File: src/rtl/cardclk_pkg.sv
package cardclk_pkg;
  localparam int RATIO_W = 11;
  localparam int K_W     = 4;
  localparam int MAX_K   = 9;

  typedef enum logic [1:0] {RC_OK = 2'd0, RC_BUSY = 2'd1, RC_PARAM = 2'd2} resp_t;

  function automatic logic ratio_ok(input logic [RATIO_W-1:0] r);
    return ($countones(r) == 1) && (r[RATIO_W-1:MAX_K+1] == '0);
  endfunction

  function automatic logic [K_W-1:0] ratio_log2(input logic [RATIO_W-1:0] r);
    logic [K_W-1:0] k;
    k = '0;
    for (int i = 0; i <= MAX_K; i++)
      if (r[i]) k = K_W'(i);
    return k;
  endfunction

  function automatic logic [7:0] code_of(input logic [K_W-1:0] k);
    if (k == 0) return 8'hFF;
    if (k == 1) return 8'h00;
    return 8'(1) << (k - 2);
  endfunction

  // steps below the longest timeout, clamped to 0..7
  function automatic int unsigned tmo_drop(input logic [K_W-1:0] k);
    if (k <= 1) return 0;
    if (k >= 8) return 7;
    return int'(k) - 1;
  endfunction

  function automatic logic [7:0] sel_of(input logic [K_W-1:0] k);
    return 8'hE0 - 8'(tmo_drop(k) * 16);
  endfunction
endpackage

File: src/rtl/cardclk_gen.sv
module cardclk_gen
  import cardclk_pkg::*;
(
  input  logic           clk,
  input  logic           rst_n,
  input  logic           run,
  input  logic [K_W-1:0] k,
  output logic           card_clk,
  output logic           tick,
  output logic           stop_ok
);
  localparam int CW = MAX_K;

  logic [CW-1:0] cnt;
  logic          div_q;
  logic          gate_n;
  logic [CW-1:0] half_m1;
  logic          edge_now;

  always_comb begin
    half_m1  = (k == 0) ? '0 : CW'((10'd1 << (k - 1)) - 10'd1);
    edge_now = (cnt == half_m1);
  end

  always_ff @(posedge clk or negedge rst_n) begin
    if (!rst_n) begin
      cnt   <= '0;
      div_q <= 1'b0;
    end else if (!run || k == 0) begin
      cnt   <= '0;
      div_q <= 1'b0;
    end else if (edge_now) begin
      cnt   <= '0;
      div_q <= ~div_q;
    end else begin
      cnt <= cnt + 1'b1;
    end
  end

  // pass-through gate updates in the low phase of the base clock
  always_ff @(negedge clk or negedge rst_n) begin
    if (!rst_n) gate_n <= 1'b0;
    else        gate_n <= run && (k == 0);
  end

  always_comb begin
    card_clk = (k == 0) ? (clk & gate_n) : div_q;
    tick     = run && ((k == 0) || (edge_now && !div_q));
    // stop exactly where a high phase ends
    stop_ok  = (k == 0) || (div_q && edge_now);
  end

  p_high_ends_low_r5: assert property (@(posedge clk) disable iff (!rst_n)
    (run && k != 0 && stop_ok) |=> !div_q);
  p_no_toggle_stopped_r10: assert property (@(posedge clk) disable iff (!rst_n)
    !run |=> !div_q);
endmodule

File: src/rtl/cardclk_tmo.sv
module cardclk_tmo
  import cardclk_pkg::*;
#(
  parameter int TMO_SCALE = 0
) (
  input  logic           clk,
  input  logic           rst_n,
  input  logic           tick,
  input  logic           armed,
  input  logic [K_W-1:0] k,
  output logic [7:0]     tmo_sel,
  output logic           tmo_pulse
);
  localparam int E_MAX = 27;
  localparam int TW    = E_MAX + 1 - TMO_SCALE;

  logic [TW-1:0] tcnt;
  logic [TW-1:0] last_v;
  logic          fired;
  int unsigned   e;

  always_comb begin
    e       = E_MAX - tmo_drop(k) - TMO_SCALE;
    last_v  = TW'((64'd1 << e) - 64'd1);
    tmo_sel = sel_of(k);
  end

  always_ff @(posedge clk or negedge rst_n) begin
    if (!rst_n) begin
      tcnt      <= '0;
      fired     <= 1'b0;
      tmo_pulse <= 1'b0;
    end else begin
      tmo_pulse <= 1'b0;
      if (!armed) begin
        tcnt  <= '0;
        fired <= 1'b0;
      end else if (tick && !fired) begin
        if (tcnt == last_v) begin
          fired     <= 1'b1;
          tmo_pulse <= 1'b1;
        end else begin
          tcnt <= tcnt + 1'b1;
        end
      end
    end
  end

  p_tmo_single_r7: assert property (@(posedge clk) disable iff (!rst_n)
    tmo_pulse |=> !tmo_pulse);
  p_tmo_armed_r7: assert property (@(posedge clk) disable iff (!rst_n)
    tmo_pulse |-> $past(armed));
  p_sel_grid_r8: assert property (@(posedge clk) disable iff (!rst_n)
    (tmo_sel[3:0] == 4'h0) && (tmo_sel >= 8'h70) && (tmo_sel <= 8'hE0));
endmodule

File: src/rtl/cardclk_ctrl.sv
module cardclk_ctrl
  import cardclk_pkg::*;
(
  input  logic               clk,
  input  logic               rst_n,
  input  logic               req_valid,
  output logic               req_ready,
  input  logic [RATIO_W-1:0] req_ratio,
  input  logic               req_on,
  input  logic               cmd_busy,
  input  logic               stop_ok,
  output logic               resp_valid,
  output logic [1:0]         resp_code,
  output logic               run_q,
  output logic [K_W-1:0]     cur_k
);
  typedef enum logic [1:0] {S_IDLE, S_STOP, S_LOAD, S_START} st_t;

  st_t            st;
  logic [K_W-1:0] pend_k;
  logic           pend_on;
  logic           accept;
  logic           r_ok;
  logic [K_W-1:0] r_k;

  always_comb begin
    req_ready = (st == S_IDLE);
    accept    = req_valid && req_ready;
    r_ok      = ratio_ok(req_ratio);
    r_k       = ratio_log2(req_ratio);
  end

  always_ff @(posedge clk or negedge rst_n) begin
    if (!rst_n) begin
      st         <= S_IDLE;
      run_q      <= 1'b0;
      cur_k      <= K_W'(MAX_K);
      pend_k     <= '0;
      pend_on    <= 1'b0;
      resp_valid <= 1'b0;
      resp_code  <= RC_OK;
    end else begin
      resp_valid <= 1'b0;
      case (st)
        S_IDLE: if (accept) begin
          if (cmd_busy) begin
            resp_valid <= 1'b1;
            resp_code  <= RC_BUSY;
          end else if (!req_on) begin
            pend_on <= 1'b0;
            if (run_q) st <= S_STOP;
            else begin
              resp_valid <= 1'b1;
              resp_code  <= RC_OK;
            end
          end else if (!r_ok) begin
            resp_valid <= 1'b1;
            resp_code  <= RC_PARAM;
          end else if (run_q && r_k == cur_k) begin
            resp_valid <= 1'b1;
            resp_code  <= RC_OK;
          end else begin
            pend_on <= 1'b1;
            pend_k  <= r_k;
            st      <= run_q ? S_STOP : S_LOAD;
          end
        end
        S_STOP: if (stop_ok) begin
          run_q <= 1'b0;
          if (pend_on) st <= S_LOAD;
          else begin
            st         <= S_IDLE;
            resp_valid <= 1'b1;
            resp_code  <= RC_OK;
          end
        end
        S_LOAD: begin
          cur_k <= pend_k;
          st    <= S_START;
        end
        default: begin
          run_q      <= 1'b1;
          resp_valid <= 1'b1;
          resp_code  <= RC_OK;
          st         <= S_IDLE;
        end
      endcase
    end
  end

  p_busy_reject_r3: assert property (@(posedge clk) disable iff (!rst_n)
    (accept && cmd_busy) |=> (resp_valid && resp_code == RC_BUSY && run_q == $past(run_q)
                              && cur_k == $past(cur_k)));
  p_same_immediate_r4: assert property (@(posedge clk) disable iff (!rst_n)
    (accept && !cmd_busy && req_on && r_ok && run_q && r_k == cur_k)
      |=> (resp_valid && resp_code == RC_OK && run_q && cur_k == $past(cur_k)));
  p_frozen_running_r5: assert property (@(posedge clk) disable iff (!rst_n)
    run_q |=> (cur_k == $past(cur_k)));
  p_param_reject_r9: assert property (@(posedge clk) disable iff (!rst_n)
    (accept && !cmd_busy && req_on && !r_ok) |=> (resp_valid && resp_code == RC_PARAM
                                                  && cur_k == $past(cur_k)));
endmodule

File: src/rtl/cardclk_div.sv
module cardclk_div
  import cardclk_pkg::*;
#(
  parameter int TMO_SCALE = 0
) (
  input  logic         clk,
  input  logic         rst_n,
  input  logic         req_valid,
  output logic         req_ready,
  input  logic [10:0]  req_ratio,
  input  logic         req_on,
  input  logic         cmd_busy,
  output logic         resp_valid,
  output logic [1:0]   resp_code,
  input  logic         data_wait,
  output logic         card_clk,
  output logic [7:0]   div_code,
  output logic         clk_running,
  output logic [7:0]   tmo_sel,
  output logic         tmo_pulse
);
  logic           run_q;
  logic [K_W-1:0] cur_k;
  logic           tick;
  logic           stop_ok;

  cardclk_ctrl u_ctrl (
    .clk, .rst_n, .req_valid, .req_ready, .req_ratio, .req_on, .cmd_busy,
    .stop_ok, .resp_valid, .resp_code, .run_q, .cur_k
  );

  cardclk_gen u_gen (
    .clk, .rst_n, .run(run_q), .k(cur_k), .card_clk, .tick, .stop_ok
  );

  cardclk_tmo #(.TMO_SCALE(TMO_SCALE)) u_tmo (
    .clk, .rst_n, .tick, .armed(data_wait), .k(cur_k), .tmo_sel, .tmo_pulse
  );

  assign div_code    = code_of(cur_k);
  assign clk_running = run_q;
endmodule

File: config.mk
export PLATFORM = sky130hd
export DESIGN_NAME = cardclk_div
export DESIGN_NICKNAME = d
export VERILOG_FILES = /design/src/rtl/cardclk_pkg.sv /design/src/rtl/cardclk_gen.sv /design/src/rtl/cardclk_tmo.sv /design/src/rtl/cardclk_ctrl.sv /design/src/rtl/cardclk_div.sv
export SDC_FILE = /design/constraint.sdc
export NUM_CORES = 1
export LEC_CHECK = 0
export ABC_AREA = 1
export BUFFER_PORTS_ARGS = -buffer_cell sky130_fd_sc_hd__buf_2
export CORE_ASPECT_RATIO = 0.6
export CORE_MARGIN = 1.5
export CORE_UTILIZATION = 58
export DETAILED_ROUTE_END_ITERATION = 8
export PLACE_DENSITY = 0.77
export SETUP_SLACK_MARGIN = 0.02
export SLEW_MARGIN = 25
export SYNTH_ARGS = -nofsm -noshare
export SYNTH_HDL_FRONTEND = slang
export SYNTH_SLANG_ARGS = --single-unit
File: constraint.sdc
create_clock -name clk -period 5.4 [get_ports clk]
set_clock_uncertainty 0.2 [all_clocks]
set_input_delay 1.35 -clock clk [delete_from_list [all_inputs] [get_ports clk]]
set_output_delay 1.35 -clock clk [all_outputs]
set_load 0.02 [all_outputs]
==> results summary, run 1 <==
Summed over all nets, wire length on met2 after detailed routing comes to 7.118 mm. The startpoint identified for the worst hold timing path is u_ctrl.pend_k[2]. The logic depth of the worst register-to-register path came out at 25. The startpoint of the most critical register-to-register path is u_ctrl.cur_k[3]. By area, the combinational part of the netlist is dominated by simple AND/OR/NAND/NOR gates. Including well taps, the total number of placed cells is 1228.

The analysis attributes to cell leakage a power of 3.715 nW. The number of filler instances in the final layout is 1020. For this block, the routed nets add up to 19.96 mm of wire. The smallest setup slack after layout came out at -0.03856 ns. The flow ran to the end, but the final reports show violations. The library cells used most frequently in the layout, excluding fill and tap cells, are 309 x sky130_fd_sc_hd__nand2_1, 150 x sky130_fd_sc_hd__nor2_1, 114 x sky130_fd_sc_hd__nand3_1. The synthesized netlist devotes 5.835% of its cell area to compound gates. The power share of the sequential group is 11.4%. The final max-slew violation count is 0.

The internal cell power came out at 1.883 mW. The count of port buffers added during placement came out at 35. The sum of met3 wire segment lengths after detailed routing came out at 2.722 mm.

The post-layout instance count excluding filler cells is 1242. The topmost layer with routed signal wires is met4. The share of cell area taken by muxes after synthesis is 0%.

The kind of capture point of the worst setup path is an output pin. The relative slew slack is 51.42%. The net switching fraction of the power came out at 59.23%. The path type of the worst setup path is reg2out. After detailed routing, the wire length on met1 is 9.816 mm. In the final layout, the share of cells above drive strength 1 is 12.25%.

The vertical die dimension came out at 85.80 um. The peak ir drop on the vdd network came out at 0.3144 mV. The number of flops mapped to enable cells by yosys is 0. The clock transition at the registers of the reported paths is 0.08 ns. The row count came out at 29. The count of nets left with antenna violations after detail routing is 0. The first-pass GRT wire length is 32.92 mm. The share of total power in the clock network came out at 10.8%. The count of hold buffers inserted by post-cts repair is 0. The number of max-cap violations is 0. The largest net degree at the start of global routing is 56.

The total power per unit cell area came out at 639.1 nW/um2. The width of the chip is 141.0 um. The synthesized netlist devotes 7.666% of its cell area to XOR and XNOR gates. The class of the most critical hold timing path is reg2reg. In this run the worst path has a maximum fanout of 1. In this run the count of I/O pins placed on the die edge is 40. The residual DRC count is 0. Dividing the detail-routed via count by the number of cells gives 5.758. The remaining global-route overflow is 0. The die area is 12100 um2. The register-to-register path setup slack came out at 0.35 ns. The startpoint type of the worst setup path is a flip-flop. For the worst-skew pair, the clock arrives at the later sink with an insertion delay of 0.41 ns. The required time of the critical path came out at 3.85 ns. The number of antenna violations at the first check in global routing is 1. The via count of the first global-routing pass is 6414. The HPWL after detailed placement is 15.71 mm. The hold violation total from the final report came out at 0. The area share of fa/ha/maj cells after synthesis is 6.344%.

The path with the worst hold slack has its endpoint at u_ctrl.pend_k[2]. The post-synth design cell area is 6626 um2. The core region is 10850 um2. The checks that failed: negative setup slack. Across the whole layout, storage elements account for 1404 um2. The count of TritonRoute iterations in the first routing pass came out at 6. The worst hold path depth came out at 2. The number of cells produced by synthesis is 1064.

For this run, the total global-route usage over all layers was measured as 34.70%. The area used by multi-input combinational logic came out at 4608 um2. The initial standard-cell utilization of the core is 61.08%. The endpoint identified for the worst register-to-register timing path is u_tmo.tcnt[5]. The starting DRC count in detailed routing is 897. The number of library cell types mapped by synthesis came out at 53. The fraction of the yosys area taken by sequential cells is 21.19%.

Across all layers, the routed design uses 7152 vias. The CTS tree is done. In the synthesized netlist the dominant register cell turns out to be sky130_fd_sc_hd__dfrtp_1. After synthesis, the share of flip-flops with an asynchronous set or reset is 100.0%. The total of warnings raised by yosys is 0.

The average routed wire per standard cell is 16.07 um. The final net count came out at 1148. Leaving out fill and tap cells, the most frequent cell in the layout is sky130_fd_sc_hd__nand2_1. A synthesized cell averages 6.228 um2. Combinational logic is responsible for 77.9% of the overall power. The worst hold-check slack is 0.3013 ns. The routability congestion estimate is 1.011. The setup violation total in the final timing report came out at 2. The flip-flop and latch count after synthesis is 56. The transition time at the pin with the least slew margin is 0.7287 ns. Setup repair after global routing could not meet its margin everywhere. For the worst setup path, the data arrival time is 3.89 ns. The simple logic cell fraction of the synthesized area came out at 48.98%. Relative to the synthesized area, the layout overhead comes to 9.045%. The switching power came out at 2.735 mW.
## synth_stat cells, types with 3 or more instances
| master | number | share of area (%) |
|---|---|---|
| sky130_fd_sc_hd__xnor2_1 | 9 | 1.2 |
| sky130_fd_sc_hd__nand4_1 | 25 | 2.4 |
| sky130_fd_sc_hd__dfrtp_1 | 53 | 20 |
| sky130_fd_sc_hd__inv_2 | 9 | 0.51 |
| sky130_fd_sc_hd__nand3b_1 | 6 | 0.68 |
| sky130_fd_sc_hd__nor3b_1 | 5 | 0.57 |
| sky130_fd_sc_hd__a21oi_1 | 17 | 1.3 |
| sky130_fd_sc_hd__nor3_2 | 3 | 0.45 |
| sky130_fd_sc_hd__nor3_1 | 29 | 2.2 |
| sky130_fd_sc_hd__xor2_1 | 49 | 6.5 |
| sky130_fd_sc_hd__o21bai_1 | 3 | 0.34 |
| sky130_fd_sc_hd__nor2_2 | 10 | 0.94 |
| sky130_fd_sc_hd__ha_1 | 24 | 4.5 |
| sky130_fd_sc_hd__buf_6 | 6 | 1.0 |
| sky130_fd_sc_hd__o21ai_1 | 4 | 0.30 |
| sky130_fd_sc_hd__o211ai_1 | 5 | 0.57 |
| sky130_fd_sc_hd__fa_1 | 6 | 1.8 |
| sky130_fd_sc_hd__nand3_2 | 5 | 0.76 |
| sky130_fd_sc_hd__nand3_4 | 5 | 1.3 |
| sky130_fd_sc_hd__nand3_1 | 114 | 8.6 |
| sky130_fd_sc_hd__nand2_1 | 310 | 18 |
| sky130_fd_sc_hd__nor2_4 | 6 | 1.0 |
| sky130_fd_sc_hd__clkbuf_1 | 7 | 0.40 |
| sky130_fd_sc_hd__buf_2 | 8 | 0.60 |
| sky130_fd_sc_hd__nor4_1 | 8 | 0.76 |
| sky130_fd_sc_hd__nor2_1 | 151 | 8.6 |
| sky130_fd_sc_hd__o21ai_0 | 29 | 2.2 |
| sky130_fd_sc_hd__nand2_4 | 4 | 0.68 |
| sky130_fd_sc_hd__a31oi_1 | 3 | 0.28 |
| sky130_fd_sc_hd__inv_1 | 114 | 6.5 |
| sky130_fd_sc_hd__nand2_2 | 6 | 0.57 |
| sky130_fd_sc_hd__buf_4 | 6 | 0.68 |
## routing by layer
layer	GRT usage (%)	up-vias
met5	0	-
met4	8.807	0
met3	6.924	36
met2	45.23	416
met1	56.44	3207
li1	-	3493
## worst max path at each step
stage / cells past startpoint / to / startpoint
3_3_place_gp: 23 / u_ctrl.resp_code[1] / req_ratio[2]
6_report: 3 / card_clk / u_gen.gate_n
2_1_floorplan: 22 / u_ctrl.resp_code[1] / req_ratio[2]
3_5_place_dp: 23 / u_ctrl.resp_code[1] / req_ratio[2]
5_1_grt: 3 / card_clk / u_gen.gate_n
4_1_cts: 3 / card_clk / u_gen.gate_n
## area by class of cell
class,count,area share (%)
inverter,125,6.563
timing repair buffer,52,4.225
clock inverter,3,0.6407
tap,139,2.407
antenna,1,0.03463
clock buffer,9,2.926
sequential,56,19.43
multi-input combinational,857,63.77
## power by group through the flow
stage | sequential, mW | combinational [mW] | clock [mW]
floorplan | 0.524 | 2.67 | 0.00141
detailed placement | 0.530 | 3.46 | 0.00204
finish | 0.524 | 3.60 | 0.496
CTS | 0.522 | 3.48 | 0.500
global route | 0.532 | 4.02 | 0.516
global placement | 0.530 | 3.43 | 0.00204
## repair_timing
item / 4_1_cts / 5_1_grt
setup buffers: 0 / 2
endpoints found under the hold margin: 0 / 0
endpoints found under the setup margin: 2 / 17
pin swaps: 1 / 9
gates cloned: 0 / 0
gates resized for setup: 4 / 13
## registers in the layout, indices dropped and copies added (netlist names)
register and count:
u_tmo.fired 1, u_tmo.tcnt 28, u_gen.div_q 1, u_ctrl.resp_code 2, u_gen.gate_n 1, u_ctrl.st 2
u_ctrl.run_q 1, u_ctrl.resp_valid 1, u_ctrl.pend_k 4, u_ctrl.pend_on 1, u_ctrl.cur_k 4, u_tmo.tmo_pulse 1
u_gen.cnt 9
## cell families after synthesis
family,count (synthesis)
other,1
adder cells (fa/ha/maj),30
AO/OA/AOI/OAI,67
AND/OR/NAND/NOR,698
XOR/XNOR,58
buffers and inverters,154
flip-flops,56
## metrics by stage
stage | TNS [ns] | instance area, um2 | setup slack [ns] | util [%] | total power [mW]
2_1_floorplan | 0 | 6638 | 0.1990 | - | 3.194
3_3_place_gp | -0.7497 | 6920 | -0.1831 | 63.79 | 3.964
3_5_place_dp | -2.350 | 6920 | -0.3419 | 63.79 | 3.994
4_1_cts | -0.09203 | 7177 | -0.09203 | 66.15 | 4.501
5_1_grt | -0.1336 | 7223 | -0.1336 | 66.58 | 5.068
6_report | -0.03856 | 7226 | -0.03856 | 66.60 | 4.618
## worst max-delay path: stages, from the launching register on
cell	delay, ns
sky130_fd_sc_hd__dfrtn_1	0.38
sky130_fd_sc_hd__nand2_1	0.05
sky130_fd_sc_hd__o21ai_2	0.16
sky130_fd_sc_hd__buf_6	0.14
Power figures use the tool's default switching activity.
==> run 2: changes to the inputs <==
--- a/config.mk
+++ b/config.mk
@@ -13,6 +13,7 @@
 export DETAILED_ROUTE_END_ITERATION = 8
 export PLACE_DENSITY = 0.77
 export SETUP_SLACK_MARGIN = 0.02
+export SKIP_CTS_REPAIR_TIMING = 1
 export SLEW_MARGIN = 25
 export SYNTH_ARGS = -nofsm -noshare
 export SYNTH_HDL_FRONTEND = slang
==> results summary, run 2 (synthesized netlist as in run 1, its figures left out) <==
The logic depth of the worst register-to-register path is 27 (was 25). The HPWL after detailed placement came out at 15.71 mm (unchanged). The final max-slew violation count is 0 (unchanged). The required time of the critical path came out at 3.85 ns (about the same). The source of the worst hold timing path is u_ctrl.pend_k[2] (unchanged). The count of TritonRoute iterations in the first routing pass is 5 (was 6). The peak ir drop on the vdd network came out at 0.3178 mV (was 0.3144 mV). The clock transition at the registers of the reported paths is 0.08 ns (about the same).

The number of max-cap violations came to 0 (unchanged). The total power per unit cell area came out at 640.6 nW/um2 (was 639.1 nW/um2). The register bank with the most flops was u_tmo.tcnt (unchanged). The layout overhead on the synthesized area is 9.045% (unchanged). Most used cells in the layout excluding fill and tap cells: 309 x sky130_fd_sc_hd__nand2_1, 150 x sky130_fd_sc_hd__nor2_1, 114 x sky130_fd_sc_hd__nand3_1 (unchanged).

The starting DRC count in detailed routing came out at 948 (was 897). The first-pass GRT wire length came out at 32.92 mm (unchanged). Top Registers: u_tmo.tcnt (28), u_gen.cnt (9) (unchanged). The placeable core region is 10850 um2 (unchanged).

The routability congestion estimate is 1.011 (unchanged). The average routed wire per standard cell was 16.04 um (was 16.07 um). The startpoint of the most critical register-to-register path is u_ctrl.cur_k[0] (was u_ctrl.cur_k[3]). The hold-critical path endpoint is u_ctrl.pend_k[2] (unchanged). The share of final-layout standard cells stronger than drive strength 1 is 12.25% (unchanged). The vertical die dimension came to 85.80 um (unchanged). The row count was 29 (unchanged). The transition time at the pin with the least slew margin is 0.7258 ns (was 0.7287 ns). The clock latency reported for the late side of the worst-skew pair came out at 0.41 ns (about the same). The width of the chip came to 141.0 um (unchanged). The data arrival time at the worst-slack endpoint was 3.89 ns (about the same). The end of the worst register-to-register path was u_tmo.tcnt[5] (unchanged).

The routed wire length came out at 19.92 mm (was 19.96 mm). Failing checks: negative setup slack (unchanged). The initial standard-cell utilization of the core is 61.08% (unchanged). The static power due to leakage was 3.715 nW (about the same). The startpoint type of the worst setup path is a flip-flop (unchanged). The final net count is 1148 (unchanged). The class of the most critical hold timing path is reg2reg (unchanged). The post-place setup slack came out at -0.3419 ns (unchanged). The largest net degree at the start of global routing is 56 (unchanged).

The commonest non-fill, non-tap cell in the layout is sky130_fd_sc_hd__nand2_1 (unchanged). The via count of the first global-routing pass is 6423 (was 6414). The worst-path maximum fanout is 1 (unchanged). The number of vias per cell is 5.746 (was 5.758).

The worst hold-check slack was 0.3012 ns (was 0.3013 ns). The count of nets left with antenna violations after detail routing came out at 0 (unchanged). RSZ-0062 raised after global routing: true (unchanged). The kind of capture point of the worst setup path is an output pin (unchanged). Run status: finished, violations left (unchanged).

The residual DRC count came out at 0 (unchanged). The count of port buffers added during placement is 35 (unchanged). The via count came out at 7136 (was 7152). The setup violation total in the final timing report came to 2 (unchanged). The number of antenna violations at the first check in global routing is 1 (unchanged).

The overall global routing resource usage is 34.70% (unchanged). The CTS tree is done (unchanged). The hold violation total from the final report was 0 (unchanged). The smallest setup slack after layout is -0.04378 ns (was -0.03856 ns).

The flip-flop count of the largest register after layout is 28 (unchanged). The worst hold path depth is 2 (unchanged). The remaining global-route overflow came out at 0 (unchanged). The I/O pin count came to 40 (unchanged). The register-to-register path setup slack is 0.34 ns (was 0.35 ns). The path type of the worst setup path is reg2out (unchanged). The relative slew slack was 51.61% (was 51.42%). The die area came to 12100 um2 (unchanged).
==> run 2: worst max-delay path by stage <==
stage	from	end	slack, ns	depth (start not counted)
6_report	u_gen.gate_n	card_clk	-0.04	3
4_1_cts	u_gen.gate_n	card_clk	-0.33	3
5_1_grt	u_gen.gate_n	card_clk	-0.12	3
2_1_floorplan	req_ratio[2]	u_ctrl.resp_code[1]	0.20	22
3_3_place_gp	req_ratio[2]	u_ctrl.resp_code[1]	-0.18	23
3_5_place_dp	req_ratio[2]	u_ctrl.resp_code[1]	-0.34	23
==> run 2: critical path, stage by stage, from the launching register on <==
cell,delay (ns)
sky130_fd_sc_hd__dfrtn_1,0.38
sky130_fd_sc_hd__nand2_1,0.06
sky130_fd_sc_hd__o21ai_2,0.17
sky130_fd_sc_hd__buf_6,0.14
==> run 2: report_power, final <==
group / total, mW / internal (mW) / switching [mW]
sequential: 0.524 / 0.471 / 0.0538
combinational: 3.61 / 1.09 / 2.51
clock: 0.498 / 0.318 / 0.180
total: 4.63 / 1.88 / 2.75
==> run 2: layout make-up <==
class	count	area, um2
Multi-Input combinational cell	857	4608
Fill cell	1020	3623
Sequential cell	56	1404
Inverter	125	474.2
Timing Repair Buffer	52	305.3
Clock buffer	9	211.5
Tap cell	139	173.9
Clock inverter	3	46.29
Antenna cell	1	2.502
==> run 2: per-layer routing <==
| layer | global-route usage (%) | part of all wire, % |
|---|---|---|
| met1 | 56.40 | 49 |
| met4 | 8.807 | 1.4 |
| met3 | 6.979 | 13 |
| met2 | 45.23 | 36 |
| met5 | 0 | 0 |
==> run 2: per-stage QoR <==
stage / setup TNS, ns / area [um2] / power, mW / utilization, % / cells
2_1_floorplan: 0 / 6638 / 3.194 / - / 1067
6_report: -0.04378 / 7226 / 4.629 / 66.60 / 1242
5_1_grt: -0.1244 / 7223 / 5.067 / 66.58 / 1241
3_5_place_dp: -2.350 / 6920 / 3.994 / 63.79 / 1228
3_3_place_gp: -0.7497 / 6920 / 3.964 / 63.79 / 1228
4_1_cts: -0.3349 / 7167 / 4.498 / 66.06 / 1239
